--- config.mk ---
export PLATFORM = sky130hd
export DESIGN_NAME = tap_ctrl
export DESIGN_NICKNAME = d
export VERILOG_FILES = /design/src/rtl/tap_pkg.sv /design/src/rtl/tap_fsm.sv /design/src/rtl/tap_ir.sv /design/src/rtl/tap_dr.sv /design/src/rtl/tap_ctrl.sv
export SDC_FILE = /design/constraint.sdc
export NUM_CORES = 1
export LEC_CHECK = 0
export BUFFER_PORTS_ARGS = -buffer_cell sky130_fd_sc_hd__buf_2
export CORE_MARGIN = 5
export CORE_UTILIZATION = 60
export CTS_CLUSTER_SIZE = 12
export DETAILED_ROUTE_END_ITERATION = 16
export PLACE_DENSITY = 0.78
export SLEW_MARGIN = 20
export SYNTH_ARGS = -nofsm -noshare
export SYNTH_HDL_FRONTEND = slang
export SYNTH_SLANG_ARGS = --single-unit
--- constraint.sdc ---
create_clock -name tck -period 7.9 [get_ports tck]
set_input_delay 1.58 -clock tck [delete_from_list [all_inputs] [get_ports tck]]
set_output_delay 1.58 -clock tck [all_outputs]
set_load 0.005 [all_outputs]
--- src/rtl/tap_pkg.sv ---
package tap_pkg;

    localparam int IR_W = 3;

    typedef enum logic [3:0] {
        ST_RESET, ST_IDLE,
        ST_SEL_DR, ST_CAP_DR, ST_SH_DR, ST_EX1_DR, ST_PAU_DR, ST_EX2_DR, ST_UPD_DR,
        ST_SEL_IR, ST_CAP_IR, ST_SH_IR, ST_EX1_IR, ST_PAU_IR, ST_EX2_IR, ST_UPD_IR
    } tap_state_e;

    typedef enum logic [2:0] {
        INS_BYPASS, INS_IDCODE, INS_SAMPLE, INS_EXTEST, INS_HIGHZ
    } instr_e;

    typedef enum logic [1:0] {
        PATH_BYP, PATH_ID, PATH_BSR
    } path_e;

    // Opcode map; the unassigned code falls back to bypass.
    function automatic instr_e decode_op(input logic [IR_W-1:0] op);
        instr_e r;
        case (op)
            3'b010:          r = INS_IDCODE;
            3'b001:          r = INS_SAMPLE;
            3'b000, 3'b011:  r = INS_EXTEST;
            3'b100, 3'b110:  r = INS_HIGHZ;
            default:         r = INS_BYPASS;
        endcase
        return r;
    endfunction

    function automatic path_e path_of(input instr_e ins);
        path_e r;
        case (ins)
            INS_IDCODE:             r = PATH_ID;
            INS_SAMPLE, INS_EXTEST: r = PATH_BSR;
            default:                r = PATH_BYP;
        endcase
        return r;
    endfunction

    function automatic tap_state_e next_state(input tap_state_e s, input logic m);
        tap_state_e r;
        case (s)
            ST_RESET:  r = m ? ST_RESET  : ST_IDLE;
            ST_IDLE:   r = m ? ST_SEL_DR : ST_IDLE;
            ST_SEL_DR: r = m ? ST_SEL_IR : ST_CAP_DR;
            ST_CAP_DR: r = m ? ST_EX1_DR : ST_SH_DR;
            ST_SH_DR:  r = m ? ST_EX1_DR : ST_SH_DR;
            ST_EX1_DR: r = m ? ST_UPD_DR : ST_PAU_DR;
            ST_PAU_DR: r = m ? ST_EX2_DR : ST_PAU_DR;
            ST_EX2_DR: r = m ? ST_UPD_DR : ST_SH_DR;
            ST_UPD_DR: r = m ? ST_SEL_DR : ST_IDLE;
            ST_SEL_IR: r = m ? ST_RESET  : ST_CAP_IR;
            ST_CAP_IR: r = m ? ST_EX1_IR : ST_SH_IR;
            ST_SH_IR:  r = m ? ST_EX1_IR : ST_SH_IR;
            ST_EX1_IR: r = m ? ST_UPD_IR : ST_PAU_IR;
            ST_PAU_IR: r = m ? ST_EX2_IR : ST_PAU_IR;
            ST_EX2_IR: r = m ? ST_UPD_IR : ST_SH_IR;
            ST_UPD_IR: r = m ? ST_SEL_DR : ST_IDLE;
            default:   r = ST_RESET;
        endcase
        return r;
    endfunction

endpackage

--- src/rtl/tap_fsm.sv ---
module tap_fsm
    import tap_pkg::*;
(
    input  logic       tck,
    input  logic       rst_n,
    input  logic       tms,
    output tap_state_e state_q
);
    tap_state_e state_d;

    always_comb begin
        state_d = next_state(state_q, tms);
    end

    always_ff @(posedge tck or negedge rst_n) begin
        if (!rst_n) state_q <= ST_RESET;
        else        state_q <= state_d;
    end
endmodule

--- src/rtl/tap_ir.sv ---
module tap_ir
    import tap_pkg::*;
#(
    parameter logic [IR_W-1:0] IR_CAPTURE = 3'b001
) (
    input  logic            tck,
    input  logic            rst_n,
    input  tap_state_e      state,
    input  logic            tdi,
    output logic [IR_W-1:0] sh_q,
    output instr_e          instr_q
);
    logic [IR_W-1:0] sh_d;
    instr_e          instr_d;

    // Shift stage: rising edge
    always_comb begin
        sh_d = sh_q;
        if (state == ST_CAP_IR)     sh_d = IR_CAPTURE;
        else if (state == ST_SH_IR) sh_d = {tdi, sh_q[IR_W-1:1]};
    end

    always_ff @(posedge tck or negedge rst_n) begin
        if (!rst_n) sh_q <= IR_CAPTURE;
        else        sh_q <= sh_d;
    end

    // Held instruction: falling edge
    always_comb begin
        instr_d = instr_q;
        if (state == ST_RESET)       instr_d = INS_IDCODE;
        else if (state == ST_UPD_IR) instr_d = decode_op(sh_q);
    end

    always_ff @(negedge tck or negedge rst_n) begin
        if (!rst_n) instr_q <= INS_IDCODE;
        else        instr_q <= instr_d;
    end
endmodule

--- src/rtl/tap_dr.sv ---
module tap_dr
    import tap_pkg::*;
#(
    parameter int              ID_W     = 32,
    parameter logic [ID_W-1:0] ID_VALUE = 32'h05B1003F
) (
    input  logic       tck,
    input  logic       rst_n,
    input  tap_state_e state,
    input  path_e      path,
    input  logic       tdi,
    output logic       byp_q,
    output logic       id_so
);
    typedef struct packed {
        logic            byp;
        logic [ID_W-1:0] id;
    } dr_t;

    dr_t r_d, r_q;

    always_comb begin
        r_d = r_q;
        if (state == ST_CAP_DR) begin
            if (path == PATH_BYP) r_d.byp = 1'b0;
            if (path == PATH_ID)  r_d.id  = ID_VALUE;
        end else if (state == ST_SH_DR) begin
            if (path == PATH_BYP) r_d.byp = tdi;
            if (path == PATH_ID)  r_d.id  = {tdi, r_q.id[ID_W-1:1]};
        end
    end

    always_ff @(posedge tck or negedge rst_n) begin
        if (!rst_n) r_q <= '{byp: 1'b0, id: ID_VALUE};
        else        r_q <= r_d;
    end

    assign byp_q = r_q.byp;
    assign id_so = r_q.id[0];
endmodule

--- src/rtl/tap_ctrl.sv ---
module tap_ctrl
    import tap_pkg::*;
#(
    parameter int              ID_W       = 32,
    parameter logic [ID_W-1:0] ID_VALUE   = 32'h05B1003F,
    parameter logic [IR_W-1:0] IR_CAPTURE = 3'b001
) (
    input  logic tck,
    input  logic tms,
    input  logic tdi,
    input  logic trst_n,
    input  logic scan_sel,
    input  logic test_mode,
    input  logic bsr_so,
    output logic tdo,
    output logic tdo_oe,
    output logic bs_capture,
    output logic bs_shift,
    output logic bs_update,
    output logic mode_extest,
    output logic mode_highz
);
    typedef struct packed {
        logic dat;
        logic oe;
    } out_t;

    logic            rst_eff_n;
    tap_state_e      st_q;
    instr_e          instr_q;
    path_e           path;
    logic [IR_W-1:0] ir_sh_q;
    logic            byp_q;
    logic            id_so;
    out_t            out_d, out_q;

    // Compliance pattern gates the reset
    assign rst_eff_n = trst_n & scan_sel & ~test_mode;

    tap_fsm u_fsm (
        .tck     (tck),
        .rst_n   (rst_eff_n),
        .tms     (tms),
        .state_q (st_q)
    );

    tap_ir #(.IR_CAPTURE(IR_CAPTURE)) u_ir (
        .tck     (tck),
        .rst_n   (rst_eff_n),
        .state   (st_q),
        .tdi     (tdi),
        .sh_q    (ir_sh_q),
        .instr_q (instr_q)
    );

    assign path = path_of(instr_q);

    tap_dr #(.ID_W(ID_W), .ID_VALUE(ID_VALUE)) u_dr (
        .tck   (tck),
        .rst_n (rst_eff_n),
        .state (st_q),
        .path  (path),
        .tdi   (tdi),
        .byp_q (byp_q),
        .id_so (id_so)
    );

    always_comb begin
        out_d.oe = (st_q == ST_SH_IR) || (st_q == ST_SH_DR);
        if (st_q == ST_SH_IR) begin
            out_d.dat = ir_sh_q[0];
        end else begin
            case (path)
                PATH_ID:  out_d.dat = id_so;
                PATH_BSR: out_d.dat = bsr_so;
                default:  out_d.dat = byp_q;
            endcase
        end
    end

    always_ff @(negedge tck or negedge rst_eff_n) begin
        if (!rst_eff_n) out_q <= '{dat: 1'b0, oe: 1'b0};
        else            out_q <= out_d;
    end

    assign tdo         = out_q.dat;
    assign tdo_oe      = out_q.oe;
    assign bs_capture  = (path == PATH_BSR) && (st_q == ST_CAP_DR);
    assign bs_shift    = (path == PATH_BSR) && (st_q == ST_SH_DR);
    assign bs_update   = (path == PATH_BSR) && (st_q == ST_UPD_DR);
    assign mode_extest = (instr_q == INS_EXTEST);
    assign mode_highz  = (instr_q == INS_HIGHZ);
endmodule

=== After elaboration in Yosys (flattened, before gate mapping) ===
Index checks and enable logic that the tools add are counted.

* Add/subtract/negate cells: 0
* Multipliers: 0
* Div/mod/pow operators: 0
* Magnitude comparators: 0
* Equal/unequal tests: 26
* Shifts and indexed selects: 0
* Mux-type cells: 27
* Bitwise gates (word level): 3
* Reduce and logical (&&, ||, !) cells: 18

{| class="wikitable"
|+ Operators with widths
! operator !! number
|-
| $mux W33 || 2
|-
| $mux W32 || 2
|-
| $pmux W4 S12 || 1
|-
| $eq A4 B4 Y1 const B || 8
|-
| $mux W3 || 6
|-
| $eq A4 B3 Y1 const B || 4
|-
| $mux W4 || 4
|-
| $eq A3 B2 Y1 const B || 4
|-
| $pmux W3 S4 || 1
|-
| $reduce_or A2 Y1 || 5
|-
| $eq A3 B3 Y1 const B || 3
|-
| $eq A4 B2 Y1 const B || 2
|-
| $eq A3 B1 Y1 const B || 2
|-
| $mux W1 || 6
|-
| $mux W2 || 3
|-
| $reduce_bool A2 Y1 || 3
|-
| $eq A4 B1 Y1 const B || 1
|-
| $logic_not A4 Y1 || 1
|-
| $pmux W2 S2 || 1
|-
| $reduce_and A2 Y1 || 2
|-
| $logic_and A1 B1 Y1 || 3
|-
| $logic_not A3 Y1 || 1
|-
| $reduce_or A3 Y1 || 1
|-
| $and A1 B1 Y1 || 2
|-
| 6 further kinds || 6
|}

* Bits in registers: 45
* Bits in latches: 0
* Bits in writable memories: 0
* Memory bits (read-only): 0
* Bits of input ports: 7
* Output and inout bits: 7
* Word-level logic and storage cells: 81
* Memories: 0

=== Longest topological paths before layout ===
* Word-level depth: 7
* Depth in mapped cells: 7
* Gate-level depth less buffers: 3

=== Modules after synthesis ===
A second synthesis with hierarchy kept.

* Cells, all modules: 219
* Area, all modules: 2326.0 um^2

{| class="wikitable"
|+ Modules (own cells, without submodules)
! module !! instances !! cells an instance !! area each (um^2) !! sequential area each (um^2)
|-
| tap_dr || 1 || 129 || 1556.5 || 840.8
|-
| tap_fsm || 1 || 37 || 314.1 || 100.1
|-
| tap_ir || 1 || 28 || 279.0 || 152.6
|-
| tap_ctrl || 1 || 25 || 176.4 || 50.0
|}

==> key figures <==
Run status
  – Status: complete, no violations

GRT
  – Most used routing layer: met2
  – Grt met2 use: 24.9%
  – Global Route met3 Usage: 4.21%
  – First-pass GRT wire length: 6640 µm
  – M1 GR Usage: 22.0%
  – Number of global-route vias before repair: 1446
  – Total track usage: 16.2%
  – Largest net degree at the start of global routing: 36
  – GRT overflow: 0
  – Antenna violations before repair: 0

Routing
  – Final WL: 3640 µm
  – DRC: 0
  – Vias/cell: 5.30
  – Detailed Route Iter0 Violations: 105
  – DR WL/cell: 13.2 µm
  – DRT Pass-1 Iters: 4
  – ANT nets after route: 0
  – Vias post-DR: 1457

Clock network
  – TritonCTS clock tree: built
  – Root Buffer: clkbuf_8
  – Clk sinks: 45
  – H-tree depth: 2
  – Clock transition at path regs: 0.08 ns
  – Post-CTS Resized: 0
  – Worst-skew pair later-pin latency: 0.35 ns
  – CTS Buffer Depth: 2
  – Hold buffers post-CTS: 0
  – Postcts setup bufs: 0
  – CTS Buf Count: 5

Synth
  – Cell taking the most area after synthesis: dfrtp_1
  – Mapped Avg Cell Area: 10.5 µm²
  – Mapped Nets: 225
  – Seq/Total Area, Yosys: 49.9%
  – Cells after Synth: 218
  – Ys flop type: dfrtp_1
  – Ys Warns: 0
  – Fraction of registers with async set/reset: 100%
  – Cell Area, Synth: 2290 µm²
  – Synth unique cells: 42
  – Top post-synthesis cells by area: dfrtp_1, dfstp_2, mux2i_1, mux2_4, nand2_1
  – Top cell type's share of synthesized area: 29.5%
  – Synth Register Bits: 45
  – Number of flops mapped to enable cells by yosys: 0

Finish
  – Number of diodes: 0
  – Fin cells: 275
  – Commonest cells after routing, fill and taps aside: nand2_1, dfrtp_1, inv_1
  – Commonest non-fill, non-tap cell in the layout: nand2_1
  – Area growth, synth to finish: 6.55%
  – Share of cells above drive strength 1: 25.1%
  – NumNets Final: 233

STA
  – Final setup fails: 0
  – Clock skew: 0.0639 ns
  – Fin. Hold Viols: 0
  – RSZ-0062 raised after global routing: no
  – Setup tns final: 0 ns
  – Max_slew headroom: 59.7%
  – Tightest Pin Transition: 0.604 ns
  – Max-slew violations: 0
  – Fin Hold WS: 0.506 ns
  – Final worst slack: 0.876 ns

Worst hold path
  – Worst Hold Depth: 2
  – WHS Endpoint: u_dr.r_q[19]$_DFFE_PN0P_
  – Worst hold path startpoint: u_dr.r_q[20]$_DFFE_PN1P_
  – Min-delay worst type: flop to flop

Worst setup path
  – Worst EP required: 6.32 ns
  – Worst EP arrival: 5.44 ns
  – Crit-path cells: nand2b_1 > nor4b_1 > buf_2
  – Slowest CP cell: dfrtn_1
  – CP Max Fanout: 6
  – Max stage delay on crit path: 0.54 ns
  – Worst R2R Start: u_ir.instr_q[0]$_DFFE_NN1P_
  – FF-to-FF End: u_dr.r_q[21]$_DFFE_PN1P_
  – Reg2reg setup slack: 1.92 ns
  – Crit. End Element: primary output
  – Startpoint Class: flop
  – WS Path Type: flop to primary output
  – Worst Reg-to-Reg Cells: 4

Power and ir drop
  – Peak VDD IR: 0.000206 V
  – Leak: 1.11 nW
  – Pwr Density: 392 nW/µm²
  – Total design power: 0.957 mW

Die
  – IO Pins: 14
  – Rows: 22
  – Initial core utilization: 62.2%
  – Full die area: 5160 µm²
  – Die Y-Extent: 71.8 µm
  – Core area: 3690 µm²
  – Die Span X: 71.8 µm

Placement
  – Final HPWL from detailed placement: 2400 µm
  – IO buf count: 13
  – Routability Congestion: 0.770
  – Post-place setup slack: 1.17 ns
  – Placed insts: 267

Job
  – Max Cap Viol: 0
==> state kept, by name (all words and copies together), names as in the netlist <==
signal / flops
tdo_oe: 1
tdo: 1
u_dr.id_so: 1
u_dr.r_q: 31
u_fsm.state_q: 4
u_dr.byp_q: 1
u_ir.sh_q: 3
u_ir.instr_q: 3
==> per-layer routing <==
metal | part of all wire (%) | up-vias
met3 | 3.4 | 5
met1 | 49 | 694
met2 | 46 | 20
met4 | 1.5 | 0
li1 | - | 738
met5 | 0 | -
==> worst max-delay path by stage <==
stage	startpoint	slack (ns)	to	cells after the start
6_report	u_ir.instr_q[1]$_DFFE_NN0P_	0.88	bs_shift	3
5_1_grt	u_ir.instr_q[1]$_DFFE_NN0P_	0.69	bs_shift	3
4_1_cts	u_ir.instr_q[1]$_DFFE_NN0P_	0.84	bs_shift	3
3_5_place_dp	u_ir.instr_q[1]$_DFFE_NN0P_	1.17	bs_shift	3
3_3_place_gp	u_ir.instr_q[1]$_DFFE_NN0P_	1.22	bs_shift	3
2_1_floorplan	trst_n	0.98	tdo$_DFF_NN0_	2
==> cell usage after synthesis (2+ instances only) <==
cell type	n
clkbuf_1	10
mux2_4	11
o221ai_1	2
dfrtp_1	27
a211o_1	2
dfrtn_1	4
nor4_1	2
nor2_1	7
nor3_1	5
nand2_1	33
nand2b_1	9
mux2i_1	19
nand3b_1	3
a211oi_1	2
nor2b_1	3
dfstp_2	14
o21ai_0	4
a21oi_1	7
nand3_1	2
mux2_2	3
buf_6	4
inv_1	25
==> cell type report <==
cell class / count / area, µm²
fillers: 293 / 1240
well taps: 48 / 60.1
clock buffers: 6 / 72.6
clock inverters: 3 / 13.8
flip-flops and latches: 45 / 1140
inverters: 24 / 90.1
multi-input cells: 133 / 976
repair buffers: 16 / 87.6
==> stage by stage <==
stage / instance area, µm² / util, %
2_1_floorplan: 2300 / -
3_3_place_gp: 2360 / 64.0
3_5_place_dp: 2360 / 64.0
4_1_cts: 2440 / 66.2
5_1_grt: 2440 / 66.2
6_report: 2440 / 66.2
==> worst max-delay path: cells and delay by family, from the launching register on <==
family,cells,cell delay [ns]
and+or+nand+nor,2,0.50
buffers and inverters,1,0.16
DFF,1,0.54
==> report_power, final <==
part	total, mW	leakage [nW]	switching, mW	internal [mW]
sequential	0.439	0.559	0.0957	0.344
combinational	0.382	0.503	0.176	0.206
clock	0.136	0.0464	0.0738	0.0617
total	0.957	1.11	0.346	0.611
==> cell families (layout without fill, tap and decap cells) <==
| family | after synthesis | count (layout) | share of synthesized area (%) |
|---|---|---|---|
| mux | 33 | 33 | 17.0 |
| buf+inv | 40 | 49 | 7.91 |
| compound gates | 24 | 24 | 7.86 |
| xor+xnor | 1 | 1 | 0.382 |
| simple gates | 75 | 75 | 17.0 |
| flops | 45 | 45 | 49.9 |
Power figures use the tool's default switching activity.
